<file path="src/rtl/interp_fir_pkg.sv">
package interp_fir_pkg;

    typedef enum logic {
        PH_EVEN = 1'b0,
        PH_ODD  = 1'b1
    } phase_e;

    function automatic int mul_count(input int ntaps);
        return (ntaps + 1) / 2;
    endfunction

endpackage

</file>
<file path="src/rtl/interp_fir_tapline.sv">
module interp_fir_tapline
    import interp_fir_pkg::*;
#(
    parameter int DW   = 16,
    parameter int NMUL = 4
) (
    input  logic                           clk,
    input  logic                           rst_n,
    input  logic                           in_valid,
    input  logic [DW-1:0]                  in_data,
    output logic [NMUL-1:0][DW-1:0]        taps_o,
    output phase_e                         phase_o,
    output logic                           act_o
);

    typedef struct packed {
        logic [NMUL-1:0][DW-1:0] taps;
        phase_e                  phase;
        logic                    act;
    } tl_s;

    tl_s st_d, st_q;

    // The history shifts only on a strobe; the phase walks even then odd.
    always_comb begin
        st_d = st_q;
        if (in_valid) begin
            st_d.taps[0] = in_data;
            for (int k = 1; k < NMUL; k++) begin
                st_d.taps[k] = st_q.taps[k-1];
            end
            st_d.phase = PH_EVEN;
            st_d.act   = 1'b1;
        end else if (st_q.act && st_q.phase == PH_EVEN) begin
            st_d.phase = PH_ODD;
        end else begin
            st_d.phase = PH_EVEN;
            st_d.act   = 1'b0;
        end
    end

    always_ff @(posedge clk or negedge rst_n) begin
        if (!rst_n) begin
            st_q <= '0;
        end else begin
            st_q <= st_d;
        end
    end

    assign taps_o  = st_q.taps;
    assign phase_o = st_q.phase;
    assign act_o   = st_q.act;

endmodule

</file>
<file path="src/rtl/interp_fir_mulbank.sv">
module interp_fir_mulbank
    import interp_fir_pkg::*;
#(
    parameter int                     DW    = 16,
    parameter int                     CW    = 16,
    parameter int                     NTAPS = 8,
    parameter logic [NTAPS*CW-1:0]    COEFS = '0,
    parameter int                     NMUL  = 4,
    parameter int                     PW    = DW + CW
) (
    input  logic                       clk,
    input  logic                       rst_n,
    input  logic [NMUL-1:0][DW-1:0]    taps_i,
    input  phase_e                     phase_i,
    input  logic                       act_i,
    output logic [NMUL-1:0][PW-1:0]    prod_o,
    output logic                       vld_o
);

    typedef struct packed {
        logic [NMUL-1:0][PW-1:0] p;
        logic                    vld;
    } mb_s;

    mb_s st_d, st_q;

    logic [CW-1:0] cev [NMUL];
    logic [CW-1:0] cod [NMUL];

    // Each multiplier owns one neighbouring pair of taps.
    for (genvar k = 0; k < NMUL; k++) begin : g_pair
        localparam int IE = 2 * k;
        localparam int IO = 2 * k + 1;
        assign cev[k] = COEFS[IE*CW +: CW];
        if (IO < NTAPS) begin : g_odd
            assign cod[k] = COEFS[IO*CW +: CW];
        end else begin : g_pad
            assign cod[k] = '0;
        end
    end

    always_comb begin
        logic signed [PW-1:0] a_ext;
        logic signed [PW-1:0] c_ext;
        st_d     = st_q;
        st_d.vld = act_i;
        for (int k = 0; k < NMUL; k++) begin
            a_ext = PW'($signed(taps_i[k]));
            c_ext = (phase_i == PH_ODD) ? PW'($signed(cod[k])) : PW'($signed(cev[k]));
            st_d.p[k] = a_ext * c_ext;
        end
    end

    always_ff @(posedge clk or negedge rst_n) begin
        if (!rst_n) begin
            st_q <= '0;
        end else begin
            st_q <= st_d;
        end
    end

    assign prod_o = st_q.p;
    assign vld_o  = st_q.vld;

endmodule

</file>
<file path="src/rtl/interp_fir_addtree.sv">
module interp_fir_addtree #(
    parameter int WI  = 32,
    parameter int N   = 4,
    parameter int LVL = 2
) (
    input  logic                     clk,
    input  logic                     rst_n,
    input  logic [N-1:0][WI-1:0]     in_i,
    input  logic                     vld_i,
    output logic [WI+LVL-1:0]        sum_o,
    output logic                     vld_o
);

    localparam int WO    = WI + LVL;
    localparam int NLEAF = 1 << LVL;

    if (LVL == 0) begin : g_pass
        assign sum_o = in_i[0];
        assign vld_o = vld_i;
    end else begin : g_tree
        logic [WO-1:0] leaf   [NLEAF];
        logic [WO-1:0] node_d [1:NLEAF-1];
        logic [WO-1:0] node_q [1:NLEAF-1];
        logic [LVL-1:0] vs_d, vs_q;

        for (genvar i = 0; i < NLEAF; i++) begin : g_leaf
            if (i < N) begin : g_used
                assign leaf[i] = WO'($signed(in_i[i]));
            end else begin : g_zero
                assign leaf[i] = '0;
            end
        end

        // Heap order: node i adds children 2i and 2i+1, leaves follow the last node.
        for (genvar i = 1; i < NLEAF; i++) begin : g_node
            localparam int C = 2 * i;
            if (C >= NLEAF) begin : g_bottom
                assign node_d[i] = leaf[C-NLEAF] + leaf[C+1-NLEAF];
            end else begin : g_inner
                assign node_d[i] = node_q[C] + node_q[C+1];
            end
        end

        assign vs_d = (vs_q << 1) | LVL'(vld_i);

        always_ff @(posedge clk or negedge rst_n) begin
            if (!rst_n) begin
                for (int i = 1; i < NLEAF; i++) node_q[i] <= '0;
                vs_q <= '0;
            end else begin
                for (int i = 1; i < NLEAF; i++) node_q[i] <= node_d[i];
                vs_q <= vs_d;
            end
        end

        assign sum_o = node_q[1];
        assign vld_o = vs_q[LVL-1];
    end

endmodule

</file>
<file path="src/rtl/interp_fir.sv">
module interp_fir
    import interp_fir_pkg::*;
#(
    parameter int                  DW    = 16,
    parameter int                  CW    = 16,
    parameter int                  NTAPS = 8,
    parameter logic [NTAPS*CW-1:0] COEFS = {16'd9, 16'hFFF9, 16'd21, 16'd40,
                                            16'd40, 16'd21, 16'hFFF9, 16'd9},
    localparam int NMUL = mul_count(NTAPS),
    localparam int LVL  = $clog2(NMUL),
    localparam int PW   = DW + CW,
    localparam int OW   = PW + LVL
) (
    input  logic          clk,
    input  logic          rst_n,
    input  logic          in_valid,
    input  logic [DW-1:0] in_data,
    output logic          out_valid,
    output logic [OW-1:0] out_data
);

    logic [NMUL-1:0][DW-1:0] taps;
    phase_e                  phase;
    logic                    act;
    logic [NMUL-1:0][PW-1:0] prods;
    logic                    prod_vld;

    interp_fir_tapline #(
        .DW   (DW),
        .NMUL (NMUL)
    ) u_tapline (
        .clk      (clk),
        .rst_n    (rst_n),
        .in_valid (in_valid),
        .in_data  (in_data),
        .taps_o   (taps),
        .phase_o  (phase),
        .act_o    (act)
    );

    interp_fir_mulbank #(
        .DW    (DW),
        .CW    (CW),
        .NTAPS (NTAPS),
        .COEFS (COEFS),
        .NMUL  (NMUL),
        .PW    (PW)
    ) u_mulbank (
        .clk     (clk),
        .rst_n   (rst_n),
        .taps_i  (taps),
        .phase_i (phase),
        .act_i   (act),
        .prod_o  (prods),
        .vld_o   (prod_vld)
    );

    interp_fir_addtree #(
        .WI  (PW),
        .N   (NMUL),
        .LVL (LVL)
    ) u_addtree (
        .clk   (clk),
        .rst_n (rst_n),
        .in_i  (prods),
        .vld_i (prod_vld),
        .sum_o (out_data),
        .vld_o (out_valid)
    );

endmodule

</file>
<file path="config.mk">
export PLATFORM = sky130hd
export DESIGN_NAME = interp_fir
export DESIGN_NICKNAME = d
export VERILOG_FILES = /design/src/rtl/interp_fir_pkg.sv /design/src/rtl/interp_fir_tapline.sv /design/src/rtl/interp_fir_mulbank.sv /design/src/rtl/interp_fir_addtree.sv /design/src/rtl/interp_fir.sv
export SDC_FILE = /design/constraint.sdc
export NUM_CORES = 1
export LEC_CHECK = 0
export BUFFER_PORTS_ARGS = -buffer_cell sky130_fd_sc_hd__buf_2
export CORE_UTILIZATION = 60
export DETAILED_ROUTE_END_ITERATION = 12
export PLACE_DENSITY = 0.77
export SLEW_MARGIN = 20
export SYNTH_ARGS = -nofsm -noshare
export SYNTH_HDL_FRONTEND = slang
export SYNTH_SLANG_ARGS = --single-unit
</file>
<file path="constraint.sdc">
create_clock -name clk -period 8.5 [get_ports clk]
set_input_delay 0.425 -clock clk [delete_from_list [all_inputs] [get_ports clk]]
set_output_delay 0.425 -clock clk [all_outputs]
set_load 0.005 [all_outputs]
</file>
# --- Yosys cells after proc, flatten, opt, wreduce, memory -nomap -nowiden ---
# Index checks and enable logic that the tools add are counted.
# W data, S select, Z words.
totals:
  register_bits: 290
  input_bits: 19
  output_inout_bits: 35
  wordCells: 33
op_classes:
  addsub: 3
  mul: 4
  n_eq_ne: 1
  n_mux: 7
  n_bitwise: 2
  n_reduce_logical: 1
ops:
  columns: ["cell", "n"]
  rows:
  - ["$mul A16 B32 Y32", 2]
  - ["$mux W32", 2]
  - ["$mul A16 B7 Y23", 2]
  - ["$add A34 B34 Y34", 1]
  - ["$add A23 B32 Y33", 1]
  - ["$add A32 B32 Y33", 1]
  - ["$mux W6", 2]
  - ["$mux W1", 2]
  - ["$mux W2", 1]
  - ["$ne A2 B2 Y1 const B", 1]
  - ["$or A2 B1 Y2", 1]
  - ["$logic_and A1 B1 Y1", 1]
  - ["$not A1 Y1", 1]

# --- Longest topological paths before layout ---
# Gate-level depths: netlist of run 1.
logic_depth:
  word_depth: 4
  depth_mapped: 25
  mapped_depth_nobuf: 22

# --- Hierarchy ---
# Synthesis of run 1 repeated with hierarchy kept, for this count alone.
hier_totals:
  hier_cells: 2490
  hier_area_um2: 25997.4
by_module_without_submodules:
  columns: ["module", "n_inst", "cells_per_inst", "area_per_inst_um2", "seq_area_each_um2"]
  rows:
  - ["interp_fir_mulbank", 1, 1538, 15797.7, 2777.7]
  - ["interp_fir_addtree", 1, 812, 7602.3, 2552.4]
  - ["interp_fir_tapline", 1, 140, 2597.5, 1651.6]

# --- Worst setup path before layout of run 1 ---
# No wires, ideal clock.
synth_path:
  path_type: "reg-to-reg"
  start: "register u_tapline.st_q (netlist bit u_tapline.phase_o)"
  end: "register u_mulbank.st_q (netlist bit u_mulbank.prod_o[121])"
  setup_time_ns: 0.135
  arrival_time_ns: 6.306
  t_required_ns: 8.365
  path_slack_ns: 2.059
  stages_incl_launch_ff: 24
  n_path_buf: 3
  period_less_slack_ns: 6.441
  cell_sequence: "dfrtp_1 clkbuf_1 clkbuf_1 clkbuf_1 nor2_1 fa_1 inv_1 fa_1 inv_1 ha_1 xor2_1 inv_1 fa_1 fa_1 inv_1 fa_1 inv_1 ha_1 a2111oi_0 o21ai_0 a211o_1 o2111ai_1 a21oi_1 xor2_1"
synth_lines:
  columns: ["item", "line_no", "source"]
  rows:
  - ["from (decl)", "interp_fir_tapline.sv:22", "tl_s st_d, st_q;"]
  - ["from (signal assigned)", "interp_fir_tapline.sv:46", "st_q <= st_d;"]
  - ["to (signal assigned)", "interp_fir_mulbank.sv:58", "st_q <= st_d;"]
  - ["to (decl)", "interp_fir_mulbank.sv:25", "mb_s st_d, st_q;"]

==> results.md, run 1 <==
- Status: complete, no violations
- Unrepaired setup endpoints after global routing: no
- CP Class: flip-flop to flip-flop
- Clk buf depth: 3
- First-pass GRT wire length: 93.8 mm
- Die ar.: 44,200 µm²
- Wire per inst: 17.7 µm
- Post-Synthesis Cells: 2,544
- CTS Sinks: 279
- Global route overflow: 0
- Cts bufs inserted: 31
- Ratio of final minimum period to clock period: 81.6%
- Top cell by count, worst path: inv_1
- Iter 0 DRT Violations: 1,053
- DIE WIDTH: 210 µm
- Vias in the first global route: 18,400
- I/O Buffers: 53
- Wire length on met3: 2.40 mm
- CP bufs+invs: 6
- Drt first pass iters: 7
- Antenna Cells: 0
- Worst setup SP type: flip-flop
- Fillers: 3,294
- Post-synth top area cell: dfrtp_1
- Initial core utilization: 61.5%
- CP arrival: 7.43 ns
- Mapped Area: 26,000 µm²
- Slowest CP cell: dfrtp_4
- Crit-path cells: nand2b_1, inv_1, fa_1, inv_1, fa_1, inv_1, ha_1, xor2_1, inv_1, fa_1, fa_1, inv_1, fa_1, inv_1, ha_1, a2111oi_0, o21ai_0, a211o_1, o2111ai_1, a21oi_1, o21ai_0
- Synth unique cells: 83
- Clock transition at path regs: 0.07 ns
- FF+latch count, synth: 279
- Critical path required time: 8.99 ns
- Seq/Total Area, Yosys: 26.8%
- Die Y: 210 µm
- Slew HR: 33.4%
- Fmax: 144 MHz
- Final worst path period need: 6.93 ns
- HPWL after detailed placement: 45.5 mm
- Drt via density: 5.67
- Final hold vios: 0
- Synth Flop Type: dfrtp_1
- Routed wire length: 56.0 mm
- Syn avg cell area: 10.2 µm²
- Area share of the leading cell type in the synthesized netlist: 26.8%
- Share of post-route cells with drive strength above 1: 8.63%
- DR vias: 17,900
- CTS tree: done
- GR Util All Layers: 26.4%
- Gpl congestion: 0.943
- Setup-failing EPs final: 0
- CP peak stage delay: 0.95 ns
- Ys Warns: 0
- MaxCap Viol Count: 0
- Fin Clk Skew: 0.0192 ns
- Post_cts resized: 0
- Area contributors post-synth: dfrtp_1 (27%), fa_1 (18%), ha_1 (16%), inv_1 (4.8%), xnor2_1 (3.8%)
- Final max-slew violation count: 0
- Crit Path Max Fanout: 84
- Hold crit path type: primary input to flip-flop
- Share of flip-flops with an asynchronous set or reset: 100%
- CP Capture Type: flip-flop
- Worst slew pin tran: 0.999 ns
- Syn-to-layout area delta: 6.61%
- H-tree depth: 1
- I/O pin cnt: 54
- Met1 WL: 26.7 mm
- DR top layer: met4
- Initial antenna violation count: 0
- CP top delay family: adder cells
- Fin nets: 3,141
- Post-route ant nets: 0
- Root Driver: clkbuf_16
- Core Region: 42,300 µm²
- Site row count: 75
- Largest net degree at the start of global routing: 166
- Fin Setup TNS: 0 ns
- Met2 WL post-DR: 25.6 mm
- DRC viols: 0
- Post-synth EDFFs: 0
- Worst-Skew Late Latency: 0.59 ns
==> stage by stage <==
stage / area [µm²] / hold slack [ns] / setup slack (ns) / instances / utilization (%)
final: 27700 / 0.0537 / 1.57 / 3160 / 65.5
after floorplan: 26100 / 0.129 / 2.06 / 2570 / -
after global routing: 27700 / 0.0528 / 1.16 / 3160 / 65.5
after CTS: 27700 / 0.0352 / 1.60 / 3160 / 65.5
after global placement: 26600 / 0.343 / 1.83 / 3101 / 62.9
after detailed placement: 26600 / 0.342 / 1.62 / 3101 / 62.9
==> flip-flops by register name, indices dropped and copies added, names as in the netlist <==
| register | count |
|---|---|
| u_addtree.g_tree.node_q | 66 |
| u_addtree.g_tree.vs_q | 2 |
| u_addtree.sum_o | 34 |
| u_mulbank.prod_o | 110 |
| u_mulbank.vld_o | 1 |
| u_tapline.act_o | 1 |
| u_tapline.phase_o | 1 |
| u_tapline.taps_o | 64 |
==> kinds of logic (layout without fill, tap and decap cells) <==
group	count (synthesis)	after routing	share of synthesized area (%)
AO/OA/AOI/OAI	556	556	14.3
XOR/XNOR	166	166	5.59
AND/OR/NAND/NOR	463	463	8.94
flip-flops	279	279	26.8
other	2	28	0.0289
buffers and inverters	434	447	6.78
multiplexers	80	80	3.46
adder cells (fa/ha/maj)	564	564	34.0
==> layer usage <==
metal  GRT usage (%)  up-vias
li1                -     8629
met1            37.6     8820
met2            43.0      398
met3            3.13       85
met4            6.77        0
met5               0        -
==> area by class of cell <==
type / instances / area, µm² / share of cell area, %
inverter: 332 / 1250 / 4.49
timing repair buffer: 57 / 320 / 1.16
clock buffer: 39 / 846 / 3.05
multi-input combinational: 1857 / 17400 / 62.6
tap: 577 / 722 / 2.60
clock inverter: 19 / 246 / 0.889
sequential: 279 / 6990 / 25.2
==> worst paths after layout <==
path,slack [ns],to,depth (start not counted),startpoint
min reg2reg,0.36,u_addtree.g_tree.vs_q[0],0,u_mulbank.vld_o
max,1.57,u_mulbank.prod_o[127],21,u_tapline.phase_o
min in group asynchronous,0.45,u_addtree.g_tree.node_q[66],2,rst_n
min,0.05,u_tapline.taps_o[15],3,in_data[15]
max reg2reg,1.57,u_mulbank.prod_o[127],21,u_tapline.phase_o
max in group asynchronous,6.54,u_tapline.phase_o,3,rst_n
==> worst register-to-register path: stages, from the launching register on <==
cell and delay [ns]:
dfrtp_4 0.95, nand2b_1 0.26, inv_1 0.09, fa_1 0.56
inv_1 0.09, fa_1 0.47, inv_1 0.24, ha_1 0.32
xor2_1 0.26, inv_1 0.19, fa_1 0.54, fa_1 0.53
inv_1 0.06, fa_1 0.50, inv_1 0.04, ha_1 0.37
a2111oi_0 0.38, o21ai_0 0.15, a211o_1 0.24, o2111ai_1 0.19
a21oi_1 0.20, o21ai_0 0.24
==> cells in the mapped netlist (10+ instances only) <==
cell	number
a211oi_1	15
and2_1	27
fa_1	239
mux2_2	79
o211ai_1	16
o21ai_0	94
a21oi_1	159
nand4_1	17
dfrtp_1	279
xor2_1	54
xnor2_1	112
nand2_1	135
o31ai_1	13
and3_1	19
nor3_1	23
buf_1	10
a21o_1	87
o21bai_1	20
nor2_1	97
nor3b_1	11
o21a_1	30
a31oi_1	21
nor2b_1	44
inv_1	332
nand2b_1	35
ha_1	325
nand3_1	22
buf_4	34
clkbuf_1	53
==> what timing repair did <==
action / in CTS / in global routing
buffers inserted: 0 / 0
hold endpoints to repair: 114 / 0
hold buffers: 1 / 0
==> cell usage in the layout, fill, tap and decap left out, types with 28 or more instances in the layout <==
master     count
xor2_1        54
a21o_1        87
nor2b_1       44
inv_1        332
nand2b_1      35
o21a_1        30
o21ai_0       94
clkbuf_16     31
xnor2_1      112
nand2_1      135
dfrtp_1      278
nor2_1        97
fa_1         239
ha_1         325
conb_1        28
buf_2         52
mux2_2        79
a21oi_1      159
Power of run 1 is left out: the tool's default activity adds up to more than one toggle a clock period on the data nets, which glitch-free logic cannot reach.
==> run 2, diff against run 1 <==
--- a/config.mk
+++ b/config.mk
@@ -6,9 +6,9 @@
 export NUM_CORES = 1
 export LEC_CHECK = 0
 export BUFFER_PORTS_ARGS = -buffer_cell sky130_fd_sc_hd__buf_2
-export CORE_UTILIZATION = 60
+export CORE_UTILIZATION = 59
 export DETAILED_ROUTE_END_ITERATION = 12
-export PLACE_DENSITY = 0.77
+export PLACE_DENSITY = 0.79
 export SLEW_MARGIN = 20
 export SYNTH_ARGS = -nofsm -noshare
 export SYNTH_HDL_FRONTEND = slang
==> constraint.sdc (replaced) <==
create_clock -name clk -period 5.89 [get_ports clk]
set_input_delay 0.2945 -clock clk [delete_from_list [all_inputs] [get_ports clk]]
set_output_delay 0.2945 -clock clk [all_outputs]
set_load 0.005 [all_outputs]
==> run 2 against run 1 <==
Compared with the run above:
- wire length is 8.9% higher
- cell count grew 3.2%
- sequential share of layout area shrank 1.2 points
- die area rose by 1.7%
==> results.md, run 2 (synthesis gave the netlist of run 1 again) <==
- Status: complete, no violations
- Core Region: 43,300 µm² (+2.2%)
- Worst setup path start: u_tapline.phase_o
- CTS Sinks: 279 (unchanged)
- Ratio of final minimum period to clock period: 98.3% (+17 points)
- Post-route cell area: 29,100 µm² (+5.1%)
- MaxCap Viol Count: 0 (unchanged)
- Initial antenna violation count: 0 (unchanged)
- R2R setup slack: 0.10 ns (-1.47 ns)
- Reg2reg end: u_mulbank.prod_o[25]
- Clk buf depth: 3 (unchanged)
- Setup-failing EPs final: 0 (unchanged)
- Fmax: 173 MHz (+20%)
- First-pass GRT wire length: 98.9 mm (+5.5%)
- Critical path required time: 6.35 ns (-2.64 ns)
- Worst setup SP type: flip-flop
- CTS tree: done
- Fin Hold WS: 0.212 ns (+0.158 ns)
- Root Driver: clkbuf_16
- Routed wire length: 61.0 mm (+8.9%)
- Cts bufs inserted: 30 (-3.2%)
- DRC viols: 0 (unchanged)
- Vias in the first global route: 19,400 (+5.4%)
- Crit Path Max Fanout: 7 (-92%)
- Worst-Skew Late Latency: 0.60 ns (about the same)
- Leading cell type in the layout, fill and taps excluded: inv_1
- Final worst path period need: 5.79 ns (-1.14 ns)
- Hold crit path type: primary input to async pin
- CP Class: flip-flop to flip-flop
- Max reg flops: 110 (unchanged)
- CP arrival: 6.25 ns (-1.18 ns)
- Drt first pass iters: 5 (-2)
- Wire per inst: 18.7 µm (+5.5%)
- Fin Clk Skew: 0.0259 ns (+0.00666 ns)
- Global route overflow: 0 (unchanged)
- Share of post-route cells with drive strength above 1: 14.8% (+6.2 points)
- Slew HR: 38.3% (+4.8 points)
- Placed cell areas: 27,200 µm² (+2.2%)
- DR vias: 18,800 (+4.6%)
- Worst slew pin tran: 0.926 ns (-0.0727 ns)
- Syn-to-layout area delta: 12.0%
- I/O pin cnt: 54 (unchanged)
- RR Startpoint: u_tapline.phase_o
- Largest net degree at the start of global routing: 145 (-13%)
- Iter 0 DRT Violations: 1,178 (+12%)
- H-tree depth: 1 (unchanged)
- Final max-slew violation count: 0 (unchanged)
- HPWL after detailed placement: 48.2 mm (+6.1%)
- Die Y: 212 µm (+0.84%)
- GR Util All Layers: 27.8% (+1.4 points)
- Die ar.: 44,900 µm² (+1.7%)
- I/O Buffers: 53 (unchanged)
- Clock transition at path regs: 0.06 ns (about the same)
- Commonest cells after routing, fill and taps aside: inv_1 (321), ha_1 (305), dfrtp_1 (278)
- CP Capture Type: flip-flop
- Site row count: 76 (+1.3%)
- Fin nets: 3,234 (+3.0%)
- Initial core utilization: 60.1% (-1.3 points)
- DIE WIDTH: 212 µm (+0.84%)
- Gpl congestion: 0.960 (+1.8%)
- Post-route ant nets: 0 (unchanged)
- Unrepaired setup endpoints after global routing: yes
- Reg2Reg Depth: 21 (unchanged)
- Worst setup path endpoint: u_mulbank.prod_o[25]
- Drt via density: 5.75 (+1.3%)
- Final hold vios: 0 (unchanged)
-- run 2: per-layer routing --
| layer | up-vias | routed length, µm | track usage (%) |
|---|---|---|---|
| li1 | 8817 | - | - |
| met1 | 9311 | 27400 | 39.2 |
| met2 | 519 | 28400 | 44.7 |
| met3 | 106 | 3440 | 4.11 |
| met4 | 0 | 1790 | 7.60 |
| met5 | - | 0 | 0 |
-- run 2: through the flow --
stage,instances,util (%),TNS (ns),setup slack [ns]
detailed placement,3176,62.9,-0.786,-0.128
global route,3260,67.3,-0.627,-0.0986
CTS,3252,65.8,0,0.000451
floorplan,2570,-,0,0.00695
finish,3262,67.3,0,0.100
global placement,3176,62.9,0,0.0154
-- run 2: repair_timing --
action | 4_1_cts | 5_1_grt
endpoints found under the setup margin | 9 | 32
endpoints found under the hold margin | 151 | 0
pin swaps | 0 | 26
buffers inserted | 3 | 6
gates cloned | 0 | 1
resized for setup | 6 | 116
hold buffers | 17 | 0
-- run 2: worst max-delay path: stages, from the launching register on --
cell and delay (ns):
dfrtp_4 0.52, buf_12 0.14, buf_4 0.14, buf_12 0.12
nand2_1 0.06, fa_1 0.46, fa_1 0.52, inv_2 0.07
buf_4 0.17, ha_4 0.26, xor2_2 0.18, buf_4 0.16
fa_2 0.59, fa_1 0.48, buf_4 0.17, fa_1 0.49
inv_1 0.06, ha_1 0.31, inv_1 0.17, nor2_1 0.08
a2111oi_2 0.37, o311ai_1 0.15
-- run 2: layout make-up --
type                       instances  area [µm²]
inverter                         332        1250
multi-input combinational       1857       18000
timing repair buffer             151        1160
tap                              585         732
clock buffer                      41         862
clock inverter                    15         174
sequential                       279        6990
antenna                            2        5.00
fill                            3186       14100
-- run 2: worst min path at each step --
stage	depth (start not counted)	from	end	slack (ns)
2_1_floorplan	0	rst_n	u_addtree.g_tree.node_q[0]	-0.001
3_3_place_gp	0	u_mulbank.vld_o	u_addtree.g_tree.vs_q[0]	0.35
3_5_place_dp	0	u_addtree.g_tree.vs_q[0]	u_addtree.g_tree.vs_q[1]	0.34
4_1_cts	0	u_addtree.g_tree.vs_q[0]	u_addtree.g_tree.vs_q[1]	0.35
5_1_grt	2	rst_n	u_addtree.g_tree.node_q[31]	0.26
6_report	2	rst_n	u_addtree.g_tree.node_q[31]	0.21
Power of run 2 is left out for the same reason.
